$ cat config.mk
export PLATFORM = sky130hd
export DESIGN_NAME = sqw_gen
export DESIGN_NICKNAME = d
export VERILOG_FILES = /design/src/rtl/sqw_pkg.sv /design/src/rtl/sqw_rst_sync.sv /design/src/rtl/sqw_ctrl_reg.sv /design/src/rtl/sqw_divider.sv /design/src/rtl/sqw_tap_mux.sv /design/src/rtl/sqw_gen.sv
export SDC_FILE = /design/constraint.sdc
export NUM_CORES = 1
export LEC_CHECK = 0
export BUFFER_PORTS_ARGS = -buffer_cell sky130_fd_sc_hd__buf_2
export CORE_MARGIN = 2
export CORE_UTILIZATION = 46
export CTS_CLUSTER_DIAMETER = 40
export DETAILED_ROUTE_END_ITERATION = 7
export PLACE_DENSITY = 0.74
export SETUP_SLACK_MARGIN = 0.05
export SLEW_MARGIN = 10
export SYNTH_ARGS = -nofsm -noshare
export SYNTH_HDL_FRONTEND = slang
export SYNTH_SLANG_ARGS = --single-unit
$ cat constraint.sdc
create_clock -name ref_clk -period 1.65 [get_ports ref_clk]
set_input_delay 0.0825 -clock ref_clk [delete_from_list [all_inputs] [get_ports ref_clk]]
set_output_delay 0.0825 -clock ref_clk [all_outputs]
set_load 0.005 [all_outputs]
$ cat src/rtl/sqw_pkg.sv
`timescale 1ns/1ps
package sqw_pkg;

  localparam int CTRL_W    = 8;
  localparam int LEVEL_BIT = 7;
  localparam int EN_BIT    = 4;
  localparam int RATE_LSB  = 0;
  localparam int RATE_W    = 2;

  typedef enum logic [RATE_W-1:0] {
    RATE_SLOW = 2'b00,
    RATE_MID  = 2'b01,
    RATE_HIGH = 2'b10,
    RATE_FULL = 2'b11
  } rate_e;

  typedef struct packed {
    logic  level;
    logic  enable;
    rate_e rate;
  } sqw_cfg_t;

  function automatic sqw_cfg_t decode_ctrl(input logic [CTRL_W-1:0] raw);
    sqw_cfg_t c;
    c.level  = raw[LEVEL_BIT];
    c.enable = raw[EN_BIT];
    c.rate   = rate_e'(raw[RATE_LSB +: RATE_W]);
    return c;
  endfunction

endpackage

$ cat src/rtl/sqw_rst_sync.sv
`timescale 1ns/1ps
module sqw_rst_sync #(
  parameter int STAGES = 2
) (
  input  logic clk,
  input  logic rst_n_async,
  output logic rst_n_sync
);

  logic [STAGES-1:0] chain_q;
  logic [STAGES-1:0] chain_d;

  always_comb begin
    chain_d = {chain_q[STAGES-2:0], 1'b1};
  end

  always_ff @(posedge clk or negedge rst_n_async) begin
    if (!rst_n_async) chain_q <= '0;
    else              chain_q <= chain_d;
  end

  assign rst_n_sync = chain_q[STAGES-1];

endmodule

$ cat src/rtl/sqw_ctrl_reg.sv
`timescale 1ns/1ps
module sqw_ctrl_reg
  import sqw_pkg::*;
(
  input  logic              clk,
  input  logic              rst_n,
  input  logic [CTRL_W-1:0] ctrl_i,
  output sqw_cfg_t          cfg_o
);

  sqw_cfg_t cfg_q;
  sqw_cfg_t cfg_d;
  logic     unused_ctrl_bits;

  // Only the decoded fields are stored; the remaining bits fall away here.
  assign unused_ctrl_bits = ^{ctrl_i[6:5], ctrl_i[3:2]};

  always_comb begin
    cfg_d = decode_ctrl(ctrl_i);
  end

  always_ff @(posedge clk or negedge rst_n) begin
    if (!rst_n) cfg_q <= '0;
    else        cfg_q <= cfg_d;
  end

  assign cfg_o = cfg_q;

endmodule

$ cat src/rtl/sqw_divider.sv
`timescale 1ns/1ps
module sqw_divider #(
  parameter int DIV_W = 15
) (
  input  logic             clk,
  input  logic             rst_n,
  input  logic             run_i,
  output logic [DIV_W-1:0] cnt_o
);

  logic [DIV_W-1:0] cnt_q;
  logic [DIV_W-1:0] cnt_d;

  always_comb begin
    cnt_d = cnt_q;
    if (run_i) cnt_d = cnt_q + 1'b1;
  end

  always_ff @(posedge clk or negedge rst_n) begin
    if (!rst_n) cnt_q <= '0;
    else        cnt_q <= cnt_d;
  end

  assign cnt_o = cnt_q;


  halt_freeze_chk: assert property (@(posedge clk) disable iff (!rst_n)
    !run_i |=> $stable(cnt_q));


  chain_wrap_chk: assert property (@(posedge clk) disable iff (!rst_n)
    (run_i && (&cnt_q)) |=> (cnt_q == '0));

endmodule

$ cat src/rtl/sqw_tap_mux.sv
`timescale 1ns/1ps
module sqw_tap_mux
  import sqw_pkg::*;
#(
  parameter int DIV_W    = 15,
  parameter int TAP_SLOW = 14,
  parameter int TAP_MID  = 2,
  parameter int TAP_HIGH = 1
) (
  input  logic             clk,
  input  logic             rst_n,
  input  logic             halt_i,
  input  sqw_cfg_t         cfg_i,
  input  logic [DIV_W-1:0] cnt_i,
  output logic             wave_o
);

  logic gate_q;
  logic gate_d;
  logic tapped;
  logic full_rate;
  logic unused_cnt;

  assign unused_cnt = ^cnt_i;

  // The gate enable is updated while the reference is low, so the
  // full-rate output never carries a shortened pulse.
  always_comb begin
    gate_d = !halt_i;
  end

  always_ff @(negedge clk or negedge rst_n) begin
    if (!rst_n) gate_q <= 1'b0;
    else        gate_q <= gate_d;
  end

  always_comb begin
    unique case (cfg_i.rate)
      RATE_SLOW: tapped = cnt_i[TAP_SLOW];
      RATE_MID:  tapped = cnt_i[TAP_MID];
      RATE_HIGH: tapped = cnt_i[TAP_HIGH];
      default:   tapped = 1'b0;
    endcase
    full_rate = clk & gate_q;
    if (!cfg_i.enable)                wave_o = cfg_i.level;
    else if (cfg_i.rate == RATE_FULL) wave_o = full_rate;
    else                              wave_o = tapped;
  end


  hold_level_chk: assert property (@(posedge clk) disable iff (!rst_n)
    (halt_i && cfg_i.enable && cfg_i.rate != RATE_FULL)
      |=> (!$stable(cfg_i) || $stable(wave_o)));

endmodule

$ cat src/rtl/sqw_gen.sv
`timescale 1ns/1ps
module sqw_gen
  import sqw_pkg::*;
#(
  parameter int REF_HZ   = 32768,
  parameter int DIV_MID  = 8,
  parameter int DIV_HIGH = 4,
  parameter int SYNC_STG = 2
) (
  input  logic       ref_clk,
  input  logic       rst_n,
  input  logic [7:0] ctrl_i,
  input  logic       halt_i,
  output logic       wave_o
);

  localparam int DIV_W    = $clog2(REF_HZ);
  localparam int TAP_SLOW = DIV_W - 1;
  localparam int TAP_MID  = $clog2(DIV_MID) - 1;
  localparam int TAP_HIGH = $clog2(DIV_HIGH) - 1;

  logic             rst_n_int;
  sqw_cfg_t         cfg;
  logic [DIV_W-1:0] cnt;

  sqw_rst_sync #(.STAGES(SYNC_STG)) u_rst (
    .clk        (ref_clk),
    .rst_n_async(rst_n),
    .rst_n_sync (rst_n_int)
  );

  sqw_ctrl_reg u_ctrl (
    .clk   (ref_clk),
    .rst_n (rst_n_int),
    .ctrl_i(ctrl_i),
    .cfg_o (cfg)
  );

  sqw_divider #(.DIV_W(DIV_W)) u_div (
    .clk  (ref_clk),
    .rst_n(rst_n_int),
    .run_i(!halt_i),
    .cnt_o(cnt)
  );

  sqw_tap_mux #(
    .DIV_W   (DIV_W),
    .TAP_SLOW(TAP_SLOW),
    .TAP_MID (TAP_MID),
    .TAP_HIGH(TAP_HIGH)
  ) u_mux (
    .clk   (ref_clk),
    .rst_n (rst_n_int),
    .halt_i(halt_i),
    .cfg_i (cfg),
    .cnt_i (cnt),
    .wave_o(wave_o)
  );


  static_level_chk: assert property (@(posedge ref_clk) disable iff (!rst_n_int)
    !ctrl_i[EN_BIT] |=> (wave_o == $past(ctrl_i[LEVEL_BIT])));

endmodule

-- Yosys cells after proc, flatten, opt, wreduce, memory -nomap -nowiden
Cells that the tools add are included.
- register bits: 22
- latch bits: 0
- RAM bits: 0
- ROM bits: 0
- bits of input ports: 11
- output and inout port bits: 1
- logic and storage cells: 16
- memories: 0
- add/subtract/negate cells: 1
- multipliers: 0
- div/mod/pow operators: 0
- $lt $le $gt $ge: 0
- equality and inequality tests: 3
- shift operators: 0
- multiplexer cells: 3
- bitwise gates (word level): 1
- reductions and logical operators: 2
- operators by type and width (cell ; number):
    15-bit by 1-bit adder with 15-bit output, second input constant ; 1
    2-bit equality test, second input constant ; 2
    1-bit case mux with 3 select lines ; 1
    2-bit by 1-bit equality test with 1-bit output, second input constant ; 1
    2-bit zero test ; 1
    1-bit two-way mux ; 2
    1-bit bitwise AND ; 1
    1-bit zero test ; 1

-- Depth between registers and ports, before layout
Gate-level depths: netlist of the first run.
- word-level depth: 4
- mapped depth: 4
- depth with buffers taken out: 4

-- Cells and area by module
From an unflattened synthesis of the first run, not the netlist that was laid out.
- cell total of the unflattened synthesis: 67
- area total of the unflattened synthesis: 883.3 um^2
- modules (own cells, without submodules) (module ; instances ; cells each ; area each (um^2) ; sequential area each (um^2)):
    sqw_divider ; 1 ; 54 ; 653.1 ; 375.4
    sqw_ctrl_reg ; 1 ; 4 ; 100.1 ; 100.1
    sqw_tap_mux ; 1 ; 5 ; 72.6 ; 25.0
    sqw_rst_sync ; 1 ; 3 ; 53.8 ; 50.0
    sqw_gen ; 1 ; 1 ; 3.8 ; 0.0

==> flow_metrics.tcl, run 1 <==
set metrics [dict create \
    dieArea_um2 2358 \
    ys_top_cells_by_area "dfrtp_1 58%, xor2_1 8.6%, xnor2_1 4.8%" \
    start_util_pct 47.53 \
    hpwlAfterDp_um 902.4 \
    tns_ns -0.9821 \
    syn_nets 78 \
    hold-worst-slack_ns 0.2442 \
    drt_wl_total_um 1537 \
    routedWlPerCell_um 13.37 \
    synth_top_area_share_pct 57.53 \
    worst_slack_ns -0.9821 \
    grt_pass1_wl_um 2760 \
    drtAntennaViolNets 0 \
    grt_overflow_total 0 \
    cts_tree "done" \
    syn_area_per_cell_um2 13.84 \
    fp.dieW_um 48.56 \
    dp_slack_ns -0.5027 \
    power_frac_seq_pct 56.5 \
    switchingPower_uw 410.2 \
    intPower_uw 946.9 \
    clk_pin_slew_ns 0.12 \
    p_leak_uw 0.0005383 \
    grt.total_usage_pct 16.57 \
    grt_max_degree 20 \
    antenna_found_initial 0 \
    route.vias.total 574 \
    path_class "flip-flop to primary output" \
    final_cells 115 \
    antenna_cells 0 \
    portBuffers 7 \
    drive_above_1_share_pct 23.86 \
    worst_clock_skew_ns 0.01186 \
    yosys.area.top_type "dfrtp_1" \
    drtIter0Drc 9 \
    final_cell_mix "21 x dfrtp_1, 9 x xor2_1, 8 x nand2_1" \
    synth-seq-cells 22 \
    grt_pass1_vias 595 \
    insertion_delay_ns 0.42 \
    setup_viol 2 \
    rsz0062_at_grt "yes" \
    clkPwrFrac_pct 29.9 \
    power_frac_comb_pct 13.6 \
    finalMaxSlewViolations 0 \
    core_area_um2 1922 \
    violations "negative setup slack" \
    std_cell_rows 16 \
    synthesis.instances 66 \
    drcViolationCount 0 \
    start_kind "flip-flop" \
    hold_path_class "flip-flop to asynchronous set/reset pin" \
    placed_area_um2 993.5 \
    cts_resized 0 \
    dp_cells 101 \
    required_ns 1.57 \
    drv_cap 0 \
    area_growth_pct 21.78 \
    cp.arrival_ns 2.55 \
    irDropWorstVdd_v 0.0007230 \
    outcome "complete, but fails checks" \
    finalHoldViolCount 0 \
    final_cell_area_um2 1112 \
    cp_max_fo 1 \
    switching_share_pct 30.22 \
    place_congestion 0.6884 \
    power_density_nw_per_um2 1220 \
    synth-warning-count 0 \
    nNetsFinal 101 \
    ys_types 20 \
    vias_per_cell 4.991 \
    io_pins 12 \
    netlist_area_um2 913.4 \
    dr.pass1.iters 4 \
    post_cts_buffers 0 \
    seq_area_frac_synth_pct 60.27 \
    layout_commonest_cell "dfrtp_1" \
    die_h_um 48.56 \
    end_kind "primary output" \
]
[stage by stage]
step	power, uW	util [%]
after global routing	1438	57.88
after CTS	1371	57.88
final	1357	57.88
after floorplan	930.3	-
after detailed placement	992.4	51.69
after global placement	978.8	51.69
[cell families after synthesis]
logic type,count (synthesis),share of synthesized area (%)
buffers and inverters,1,0.4106
other,1,0.4106
XOR/XNOR,14,13.42
adder cells (fa/ha/maj),1,1.370
AND/OR/NAND/NOR,24,19.18
flip-flops,22,60.27
multiplexers,3,4.931
[Yosys cell counts]
cell,instances
dfrtp_1,21
xor2_1,9
nand2_1,8
xnor2_1,5
nor2_1,3
nor3_1,3
nor4_2,3
nand4_1,2
and2_1,1
and3b_1,1
conb_1,1
dfrtn_1,1
ha_1,1
inv_1,1
mux2_1,1
mux2_2,1
mux4_2,1
nand4_4,1
nand4b_1,1
nand4b_4,1
[worst max-delay path, stage by stage (launching register included)]
cell     delay [ns]
dfrtn_1        0.34
and2_1         0.13
mux4_2         0.45
mux2_4         0.26
buf_2          0.12
[worst paths after layout]
kind | start | to | slack, ns | cells after the start
max in group asynchronous | u_rst.chain_q[1] | u_mux.gate_q | 0.76 | 0
worst min register to register | u_rst.chain_q[1] | u_div.cnt_o[4] | 0.24 | 1
worst min-delay path | u_rst.chain_q[1] | u_div.cnt_o[4] | 0.24 | 1
worst max register to register | u_div.cnt_o[1] | u_div.cnt_o[14] | 0.22 | 4
worst max-delay path | u_mux.gate_q | wave_o | -0.98 | 4
min in group ref_clk | ctrl_i[7] | u_ctrl.cfg_o[3] | 0.31 | 2
[power by group through the flow]
stage	clock (uW)	sequential, uW	combinational, uW
after floorplan	36.2	763	131
after global placement	41.3	772	165
after detailed placement	41.3	777	174
after CTS	416	767	188
after global routing	442	782	214
final	405	767	184
[metal layers]
metal	global-route usage (%)	share of wire (%)	vias to the layer above
met5	0	0	-
met2	22.69	52	16
li1	-	-	265
met3	5.556	3.9	8
met1	20.70	41	285
met4	14.76	3.8	0
[state kept, by name (all words and copies together) (netlist names)]
name,cells
u_div.cnt_o,15
u_ctrl.cfg_o,4
u_rst.chain_q,2
u_mux.gate_q,1
[layout make-up]
class                   count  area [um2]
repair buffers             14       107.6
inverters                   1       3.754
multi-input cells          43       362.8
fillers                   159       809.5
flip-flops and latches     22       550.5
well taps                  27       33.78
clock buffers               8       53.80
[timing repair]
action	CTS	global route
setup endpoints to repair	2	2
hold buffers	7	0
gates cloned	0	0
endpoints found under the hold margin	8	0
(Power assumes the default switching activity.)
==> inputs of run 2 (changes only) <==
Settings changed: CAP_MARGIN set to 20.
Clock period 1.65 ns to 3.3 ns, I/O delays scaled along.
==> run 2 against run 1 <==
  * The run still ends with negative setup slack left
  * Utilization up 0.33 points
  * Combinational power shrank 51%
  * Largest power group unchanged
  * First-iteration DRC count down 11%
  * Largest cell class unchanged
  * Clock skew is 0.0028 ns lower
  * Setup slack improved by 0.76 ns
  * Routed wire length decreased by 10%
  * Worst hold slack worse by 0.19 ns
  * Global-route usage down 1.2 points
  * Count of clock-buffer cells in the layout is the same
  * Final cell count decreased by 0.87%
  * Register-to-register slack better by 1.1 ns
==> flow_metrics.tcl, run 2 (same netlist as run 1, synthesis figures left out) <==
set metrics [dict create \
    outcome "complete, but fails checks" \
    violations "negative setup slack" \
    area_growth_pct 22.47 \
    cp.arrival_ns 3.36 \
    routedWlPerCell_um 12.14 \
    dieArea_um2 2358 \
    cp_num_buf_inv 1 \
    end_kind "primary output" \
    drcViolationCount 0 \
    io_pins 12 \
    drive_above_1_share_pct 25.29 \
    setup_viol 2 \
    hold_path_class "input pin to asynchronous set/reset pin" \
    start_kind "flip-flop" \
    placed_area_um2 989.7 \
    power_density_nw_per_um2 624.1 \
    grt.total_usage_pct 15.35 \
    final_cell_mix "21 x dfrtp_1, 9 x xor2_1, 8 x nand2_1" \
    finalMaxSlewViolations 0 \
    p_leak_uw 0.0005419 \
    route.vias.total 551 \
    drtIter0Drc 8 \
    drtAntennaViolNets 0 \
    insertion_delay_ns 0.41 \
    grt_overflow_total 0 \
    worst_clock_skew_ns 0.009093 \
    place_congestion 0.6827 \
    path_delay_family "multiplexers" \
    max_stage_delay_ns 0.45 \
    drv_cap 0 \
    required_ns 3.13 \
    dr.pass1.iters 4 \
    cts_tree "done" \
    crit_chain "and2_1, mux4_2, mux2_4, buf_6" \
    clk_pin_slew_ns 0.12 \
    path_class "flip-flop to primary output" \
    hold-worst-slack_ns 0.05199 \
    start_util_pct 47.53 \
    post_cts_buffers 0 \
    cp_max_fo 1 \
    std_cell_rows 16 \
    die_h_um 48.56 \
    antenna_found_initial 0 \
    irDropWorstVdd_v 0.0004613 \
    largest_reg_flops 15 \
    power_uw 698.1 \
    vias_per_cell 4.833 \
    nNetsFinal 100 \
    hpwlAfterDp_um 870.2 \
    finalHoldViolCount 0 \
    layout_commonest_cell "dfrtp_1" \
    core_area_um2 1922 \
    portBuffers 7 \
    antenna_cells 0 \
    final_cell_area_um2 1119 \
    crit_slowest_cell "mux4_2" \
    fp.dieW_um 48.56 \
    grt_pass1_vias 598 \
    grt_pass1_wl_um 2553 \
    grt_max_degree 21 \
    worst_slack_ns -0.2259 \
    rsz0062_at_grt "yes" \
    drt_wl_total_um 1384 \
]
run 2: cell types whose count changed in the layout (fill, tap and decap cells not counted), sizes merged:
cell,before,now
dlygate4sd3,7,6
run 2: layout make-up:
type | count | area, um2
Inverter | 1 | 3.754
Tap cell | 27 | 33.78
Sequential cell | 22 | 550.5
Clock buffer | 8 | 70.07
Timing Repair Buffer | 13 | 97.59
Multi-Input combinational cell | 43 | 362.8
Fill cell | 157 | 803.3
run 2: metal layers:
layer | vias up | part of all wire [%] | GRT usage [%]
met4 | 0 | 0.51 | 12.38
met1 | 274 | 45 | 18.18
li1 | 264 | - | -
met2 | 11 | 51 | 21.06
met3 | 2 | 3.5 | 7.407
met5 | - | 0 | 0
run 2: where the power goes:
| group | internal [uW] | total [uW] | leakage, uW | switching, uW |
|---|---|---|---|---|
| registers | 316 | 384 | 0.000279 | 68.8 |
| clock network | 128 | 224 | 0.0000586 | 96.2 |
| logic | 52.8 | 89.9 | 0.000204 | 37.1 |
| total | 496 | 698 | 0.000542 | 202 |
run 2: timing repair:
item | 4_1_cts | 5_1_grt
setup endpoints to repair | 2 | 2
gates resized for setup | 2 | 0
hold buffers | 6 | 0
endpoints found under the hold margin | 7 | 0
run 2: metrics by stage:
step                      setup TNS [ns]  worst slack (ns)  util, %  instances
after CTS                        -0.2398           -0.2398    58.20        114
after global routing             -0.3255           -0.3255    58.20        114
after global placement                 0            0.2476    51.50        101
final                            -0.2259           -0.2259    58.20        114
after detailed placement               0            0.2490    51.50        101
after floorplan                        0            0.3510        -         66
run 2: worst paths after layout:
path,start,endpoint,slack [ns],depth (start not counted)
setup / recovery,u_mux.gate_q,wave_o,-0.23,4
hold / removal,rst_n,u_rst.chain_q[0],0.05,2
setup reg to reg,u_rst.chain_q[1],u_mux.gate_q,1.33,1
hold reg to reg,u_rst.chain_q[1],u_div.cnt_o[4],0.20,1
max in group asynchronous,u_rst.chain_q[1],u_mux.gate_q,1.33,1
min in group ref_clk,u_rst.chain_q[0],u_rst.chain_q[1],0.36,0
==> inputs of run 3 (changes only) <==
Settings changed: PLACE_DENSITY 0.74 to 0.76.
Clock period 3.3 ns to 3.14 ns, I/O delays scaled along.
==> run 3 against run 2 <==
  * The flow still finishes with violations (negative setup slack)
  * Setup slack got worse by 0.082 ns
  * Non-clock buffer count did not move
  * Worst hold slack got worse by 0.015 ns
  * Clock skew fell by 0.0047 ns
  * Routed wire length rose by 3.6%
  * Critical path depth did not move
  * Via count rose by 1.6%
  * Highest routed layer unchanged
==> flow_metrics.tcl, run 3 (same netlist as run 1, synthesis figures left out) <==
set metrics [dict create \
    outcome "complete, but fails checks" \
    violations "negative setup slack" \
    hold-worst-slack_ns 0.03697 \
    path_class "flip-flop to primary output" \
    grt_overflow_total 0 \
    power_density_nw_per_um2 647.3 \
    antenna_cells 0 \
    cts_tree "done" \
    routedWlPerCell_um 12.58 \
    cp.arrival_ns 3.29 \
    worst_clock_skew_ns 0.004416 \
    cp_max_fo 1 \
    p_leak_uw 0.0005359 \
    final_cell_mix "21 x dfrtp_1, 9 x xor2_1, 8 x nand2_1" \
    clk_pin_slew_ns 0.11 \
    route.vias.total 560 \
    drive_above_1_share_pct 24.14 \
    grt_max_degree 21 \
    start_kind "flip-flop" \
    required_ns 2.98 \
    dr.pass1.iters 4 \
    setup_viol 2 \
    fillers 174 \
    largest_reg_flops 15 \
    area_growth_pct 21.37 \
    max_stage_delay_ns 0.45 \
    end_kind "primary output" \
    drt_wl_total_um 1434 \
    finalHoldViolCount 0 \
    std_cell_rows 16 \
    grt_pass1_vias 546 \
    hold_path_class "input pin to asynchronous set/reset pin" \
    io_pins 12 \
    hpwlAfterDp_um 933.5 \
    portBuffers 7 \
    irDropWorstVdd_v 0.0003945 \
    rsz0062_at_grt "yes" \
    grt.total_usage_pct 14.85 \
    regArea_um2 550.5 \
    final_cell_area_um2 1109 \
    drv_cap 0 \
    start_util_pct 47.53 \
    drtIter0Drc 9 \
    insertion_delay_ns 0.42 \
    multi_input_area_um2 362.8 \
    power_uw 717.6 \
    crit_chain "and2_1, mux4_2, mux2_4, buf_6" \
    die_h_um 48.56 \
    layout_commonest_cell "dfrtp_1" \
    fp.dieW_um 48.56 \
    worst_slack_ns -0.3081 \
    finalMaxSlewViolations 0 \
    core_area_um2 1922 \
    grt_pass1_wl_um 2401 \
    drtAntennaViolNets 0 \
    vias_per_cell 4.912 \
    dieArea_um2 2358 \
    placed_area_um2 989.7 \
    crit_slowest_cell "mux4_2" \
    antenna_found_initial 0 \
    dp_slack_ns 0.1644 \
    nNetsFinal 100 \
    place_congestion 0.6597 \
    drcViolationCount 0 \
    tns_ns -0.3081 \
]
==> run 3: timing repair <==
| item | 4_1_cts | 5_1_grt |
|---|---|---|
| pin swaps | 0 | 0 |
| endpoints found under the setup margin | 2 | 2 |
| resized for setup | 2 | 0 |
| endpoints found under the hold margin | 7 | 0 |
| buffers inserted | 0 | 0 |
| hold buffers | 6 | 0 |
==> run 3: layer usage <==
metal	share of wire (%)	GRT usage, %	up-vias
li1	-	-	264
met1	45	15.83	279
met2	48	19.68	10
met3	3.3	8.333	7
met4	3.5	15.71	0
met5	0	0	-
==> run 3: area by class of cell <==
class                      instances  area share (%)
tap                               27           3.047
clock buffer                       8           5.418
sequential                        22           49.66
timing repair buffer              13           8.804
inverter                           1          0.3386
multi-input combinational         43           32.73
==> run 3: metrics by stage <==
stage               utilization, %  cells
global route                 57.68    114
floorplan                        -     66
global placement             51.50    101
finish                       57.68    114
CTS                          57.68    114
detailed placement           51.50    101
==> run 3: worst max-delay path: cells and delay by family, from the launching register on <==
kind,cells,cell delay (ns)
buf+inv,1,0.11
simple gates,1,0.13
mux,2,0.72
flops,1,0.34
==> run 3: worst paths after layout <==
check	startpoint	cells after the start	endpoint	slack [ns]
min in group ref_clk	u_rst.chain_q[0]	0	u_rst.chain_q[1]	0.37
max in group asynchronous	u_rst.chain_q[1]	1	u_mux.gate_q	1.25
hold reg to reg	u_rst.chain_q[1]	1	u_div.cnt_o[9]	0.20
setup / recovery	u_mux.gate_q	4	wave_o	-0.31
hold / removal	rst_n	2	u_rst.chain_q[0]	0.04
setup reg to reg	u_rst.chain_q[1]	1	u_mux.gate_q	1.25
==> run 3: where the power goes <==
part	internal [uW]	switching, uW
clock network	113	103
logic	55.6	42.6
registers	332	71.6
